<file path="src/rtl/vbsc_pkg.sv">
// Shared types for the vertical blanking / sandcastle encoder.
// Assumes a two-bit mode field driven by the vertical divider.
package vbsc_pkg;

    typedef enum logic [1:0] {
        MODE_SEARCH   = 2'b00,
        MODE_NARROW   = 2'b01,
        MODE_STANDARD = 2'b10,
        MODE_SPARE    = 2'b11
    } div_mode_e;

    typedef enum logic [1:0] {
        LVL_NONE   = 2'b00,
        LVL_VBLANK = 2'b01,
        LVL_HBLANK = 2'b10,
        LVL_BURST  = 2'b11
    } sc_level_e;

endpackage

</file>
<file path="src/rtl/vbsc_window.sv">
// Count-terminated window register.
// It opens the cycle after start_i and closes the cycle after count_i equals
// the end value chosen by sel_60hz_i. A start always beats a close in the
// same cycle. It assumes the count advances one step at a time, so the
// end value is never skipped in normal use.
module vbsc_window #(
    parameter int CNT_W  = 10,
    parameter int END_50 = 8,
    parameter int END_60 = 10
) (
    input  logic             clk,
    input  logic             rst_n,
    input  logic             start_i,
    input  logic             sel_60hz_i,
    input  logic [CNT_W-1:0] count_i,
    output logic             win_nxt_o,
    output logic             win_o
);

    localparam logic [CNT_W-1:0] STOP_50 = CNT_W'(END_50);
    localparam logic [CNT_W-1:0] STOP_60 = CNT_W'(END_60);

    logic stop_hit;

    // Decide next window state: start has priority over the end count.
    always_comb begin
        stop_hit = (count_i == (sel_60hz_i ? STOP_60 : STOP_50));
        if (start_i)
            win_nxt_o = 1'b1;
        else if (stop_hit)
            win_nxt_o = 1'b0;
        else
            win_nxt_o = win_o;
    end

    // Hold the window state.
    always_ff @(posedge clk) begin
        if (!rst_n)
            win_o <= 1'b0;
        else
            win_o <= win_nxt_o;
    end

endmodule

</file>
<file path="src/rtl/vbsc_level_enc.sv">
// Registered priority encoder for the sandcastle level code.
// Burst-key beats horizontal blanking, which beats vertical blanking.
// It assumes its request inputs are already aligned to the same cycle.
module vbsc_level_enc
    import vbsc_pkg::*;
(
    input  logic       clk,
    input  logic       rst_n,
    input  logic       vblank_req,
    input  logic       hblank_req,
    input  logic       burst_req,
    output logic [1:0] level_o
);

    sc_level_e level_nxt;

    // Choose the highest-priority active level.
    always_comb begin
        if (burst_req)
            level_nxt = LVL_BURST;
        else if (hblank_req)
            level_nxt = LVL_HBLANK;
        else if (vblank_req)
            level_nxt = LVL_VBLANK;
        else
            level_nxt = LVL_NONE;
    end

    // Register the level code.
    always_ff @(posedge clk) begin
        if (!rst_n)
            level_o <= LVL_NONE;
        else
            level_o <= level_nxt;
    end

endmodule

</file>
<file path="src/rtl/vbsc_top.sv">
// Vertical blanking and sandcastle encoder top.
// From the vertical divider count it builds the anti-top-flutter pulse, the
// blanking pulse, the sawtooth charge window and the two-bit sandcastle
// level. It assumes that div_reset and first_eq are single-cycle strobes and
// that the guard flags are already synchronous to clk.
module vbsc_top
    import vbsc_pkg::*;
#(
    parameter int CNT_W      = 10,
    parameter int ATF_END_50 = 8,
    parameter int ATF_END_60 = 10,
    parameter int BLK_END_50 = 44,
    parameter int BLK_END_60 = 34,
    parameter int CHARGE_LEN = 26
) (
    input  logic             clk,
    input  logic             rst_n,
    input  logic [CNT_W-1:0] hl_count,
    input  logic             div_reset,
    input  logic [1:0]       div_mode,
    input  logic             sel_60hz,
    input  logic             first_eq,
    input  logic             flyback,
    input  logic             burst_gate,
    input  logic             guard_low,
    input  logic             guard_high,
    output logic             atf_o,
    output logic             vblank_o,
    output logic             charge_o,
    output logic [1:0]       level_o
);

    div_mode_e mode;
    logic      atf_start;
    logic      atf_nxt;
    logic      blk_nxt;
    logic      blk_q;
    logic      chg_nxt;
    logic      guard_fault;
    logic      vblank_nxt;

    // Pick the anti-top-flutter start source from the divider mode.
    always_comb begin
        mode = div_mode_e'(div_mode);
        case (mode)
            MODE_SEARCH: atf_start = div_reset;
            default:     atf_start = first_eq;
        endcase
    end

    vbsc_window #(
        .CNT_W (CNT_W),
        .END_50(ATF_END_50),
        .END_60(ATF_END_60)
    ) u_atf (
        .clk       (clk),
        .rst_n     (rst_n),
        .start_i   (atf_start),
        .sel_60hz_i(sel_60hz),
        .count_i   (hl_count),
        .win_nxt_o (atf_nxt),
        .win_o     (atf_o)
    );

    vbsc_window #(
        .CNT_W (CNT_W),
        .END_50(BLK_END_50),
        .END_60(BLK_END_60)
    ) u_blank (
        .clk       (clk),
        .rst_n     (rst_n),
        .start_i   (div_reset),
        .sel_60hz_i(sel_60hz),
        .count_i   (hl_count),
        .win_nxt_o (blk_nxt),
        .win_o     (blk_q)
    );

    vbsc_window #(
        .CNT_W (CNT_W),
        .END_50(CHARGE_LEN),
        .END_60(CHARGE_LEN)
    ) u_charge (
        .clk       (clk),
        .rst_n     (rst_n),
        .start_i   (div_reset),
        .sel_60hz_i(sel_60hz),
        .count_i   (hl_count),
        .win_nxt_o (chg_nxt),
        .win_o     (charge_o)
    );

    // Merge both pulses and the guard override into the next vertical blank.
    always_comb begin
        guard_fault = guard_low | guard_high;
        vblank_nxt  = atf_nxt | blk_nxt | guard_fault;
    end

    // Register the vertical blanking output.
    always_ff @(posedge clk) begin
        if (!rst_n)
            vblank_o <= 1'b0;
        else
            vblank_o <= vblank_nxt;
    end

    vbsc_level_enc u_level (
        .clk       (clk),
        .rst_n     (rst_n),
        .vblank_req(vblank_nxt),
        .hblank_req(flyback),
        .burst_req (burst_gate),
        .level_o   (level_o)
    );

endmodule

</file>
<file path="config.mk">
export PLATFORM = sky130hd
export DESIGN_NAME = vbsc_top
export DESIGN_NICKNAME = d
export VERILOG_FILES = /design/src/rtl/vbsc_pkg.sv /design/src/rtl/vbsc_window.sv /design/src/rtl/vbsc_level_enc.sv /design/src/rtl/vbsc_top.sv
export SDC_FILE = /design/constraint.sdc
export NUM_CORES = 1
export LEC_CHECK = 0
export ABC_AREA = 1
export BUFFER_PORTS_ARGS = -buffer_cell sky130_fd_sc_hd__buf_2
export CORE_AREA = 2 2 39 41
export CTS_BUF_LIST = sky130_fd_sc_hd__clkbuf_8
export DETAILED_ROUTE_END_ITERATION = 7
export DIE_AREA = 0 0 41 43
export PLACE_DENSITY = 0.66
export SLEW_MARGIN = 20
export SYNTH_ARGS = -nofsm -noshare
export SYNTH_HDL_FRONTEND = slang
export SYNTH_SLANG_ARGS = --single-unit
</file>
<file path="constraint.sdc">
create_clock -name clk -period 0.8 [get_ports clk]
set_input_delay 0.04 -clock clk [delete_from_list [all_inputs] [get_ports clk]]
set_output_delay 0.04 -clock clk [all_outputs]
set_load 0.005 [all_outputs]
</file>
==> metrics.txt <==
outcome=complete, no violations; Avg WL per Cell=7.43 um; Int Power=0.000754 W; total track usage=0.100; Final Skew=0.00229 ns; clock period minus worst slack=0.742 ns; Setup TNS=0 ns; vias per cell=4.09; most common cell after layout, fill and taps aside=buf_2; Detailed Route WL=750 um; Pre-antenna DRT Iters=4; Worst path slowest cell=dfxtp_2; first-pass GRT wire length=1220 um; CP cell instances=nand2_2, nand3_2, nand2_2, nand2_2, nand2_1, nand2_1; count of final setup violators=0; clock root buffer=clkbuf_8; syn avg cell area=6.40 um2; Pwr Density=1660 nW/um2; post-synthesis cell type count=16; die width=41 um; Sequential Area=121 um2; maximum clock rate=1.35 GHz; port buffer count=25; core box area=1380 um2; Tcrit/Tclk final=0.927; # Post-CTS Setup Buffers=0; DR vias=413; hold slack final=0.0382 ns; Final Util=0.422; CP most frequent cell=nand2_2; Sequential Power Share=0.345; CP Capture Type=register; max-cap violation count=0; worst endpoint required time=0.91 ns; Switch Pwr=0.000213 W; layout net count=108; post-route DRC violation count=0; clk sink count=6; Rel. slew slack=0.905; Sw Ratio=0.221; share of post-route cells with drive strength above 1=0.541; TritonCTS clock tree=yes; Fin. Hold Viols=0; final worst setup slack=0.0581 ns; most frequent cells in the layout=buf_2, nand2_1, nor2_1; H-tree depth=1; Pleak=0.318 nW; power share of the clock group=0.459; worst slew pin tran=0.141 ns; Post-Syn Instances=52; Worst EP arrival=0.85 ns; Top FF cell, synth=dfxtp_1; CTS Buf Count=3; total die area=1760 um2; Multi-input gate area=190 um2; largest net degree at the start of global routing=5; Max clock buf depth=2; RSZ-0062 raised after global routing=yes; fillcell total=142; Ports=26; clk_lat worst skew=0.22 ns; worst-path fanout max=2; post-route ant nets=0; Async S/R FF share, synth=0; Hold WC Path Type=input pin to register; EDFF count, synth=0; grt ovf=0; worst slack, placed=-0.145 ns; Comb power frac=0.196; Post-CTS Hold Fix Bufs=0; Rows=14; antenna violations before repair=0; Die H=43 um; synth warn=0; final total power=0.000968 W; Initial Util=0.241; vias in the first global route=363; max incr delay on CP=0.31 ns; Post-Syn Area=333 um2; diode count=0; FF+latch count, synth=6; GP Congestion=0.623; peak supply drop=1080 uV; Post-DP HPWL=653 um; syn_nets=73; Max Slew Vio Count=0; crit path launch type=register; clk slew on worst S/H paths=0.04 ns; Seq/Total Area, Yosys=0.361; DRT iter0 DRCs=2; critical path class=register to register; Layout area overhead=75.6%
[flip-flops by register name (all words and copies together) (netlist names)]
| signal | count |
|---|---|
| u_charge.win_o | 1 |
| u_level.level_o | 2 |
| u_atf.win_o | 1 |
| u_blank.win_o | 1 |
| vblank_o | 1 |
[layout make-up]
| class | instances | share of cell area |
|---|---|---|
| inverters | 8 | 0.0514 |
| repair buffers | 30 | 0.310 |
| clock buffers | 3 | 0.0707 |
| well taps | 16 | 0.0343 |
| flip-flops and latches | 6 | 0.208 |
| multi-input cells | 38 | 0.325 |
[stage by stage]
| stage | std cells | area [um2] |
|---|---|---|
| after floorplan | 52 | 333 |
| after global placement | 98 | 515 |
| after detailed placement | 98 | 515 |
| after CTS | 101 | 557 |
| after global routing | 101 | 584 |
| final | 101 | 584 |
[power groups by stage]
stage | sequential (W) | combinational [W] | clock, W
floorplan | 0.000341 | 0.0000707 | 0
global placement | 0.000338 | 0.000175 | 0
detailed placement | 0.000338 | 0.000178 | 0
CTS | 0.000334 | 0.000179 | 0.000459
global route | 0.000337 | 0.000216 | 0.000478
finish | 0.000334 | 0.000190 | 0.000444
[cells in the mapped netlist (2+ instances only)]
cell type	instances	share of area
nand2_1	12	0.14
nor2_1	10	0.11
dfxtp_1	6	0.36
inv_1	5	0.056
nand2_2	4	0.075
inv_2	3	0.034
a21oi_1	2	0.030
nand3_1	2	0.030
[critical path, delay by kind of cell, from the launching register on]
kind	cells	cell delay (ns)
flops	1	0.31
simple gates	6	0.32
[timing repair]
item                                    CTS  global route
gates resized for setup                   0             7
endpoints found under the setup margin    0             1
endpoints found under the hold margin     0             0
[per-layer routing]
metal / vias up / global-route usage / part of all wire
met4: 0 / 0.0600 / 0
met1: 169 / 0.116 / 0.44
met5: - / 0 / 0
li1: 227 / - / -
met3: 0 / 0.0314 / 0.085
met2: 17 / 0.153 / 0.47
[worst paths after layout]
kind / startpoint / end / slack, ns / cells past startpoint
setup reg to reg: u_atf.win_o / u_level.level_o[0] / 0.06 / 6
hold reg to reg: u_atf.win_o / u_atf.win_o / 0.48 / 2
setup / recovery: u_atf.win_o / u_level.level_o[0] / 0.06 / 6
hold / removal: burst_gate / u_level.level_o[0] / 0.04 / 3
[cell families (layout without fill, tap and decap cells)]
group	count (synthesis)	in the layout	share of synthesized area
AND/OR/NAND/NOR	33	33	0.462
AO/OA/AOI/OAI	5	5	0.0864
flip-flops	6	6	0.361
buffers and inverters	8	41	0.0902
Power figures use the tool's default switching activity.
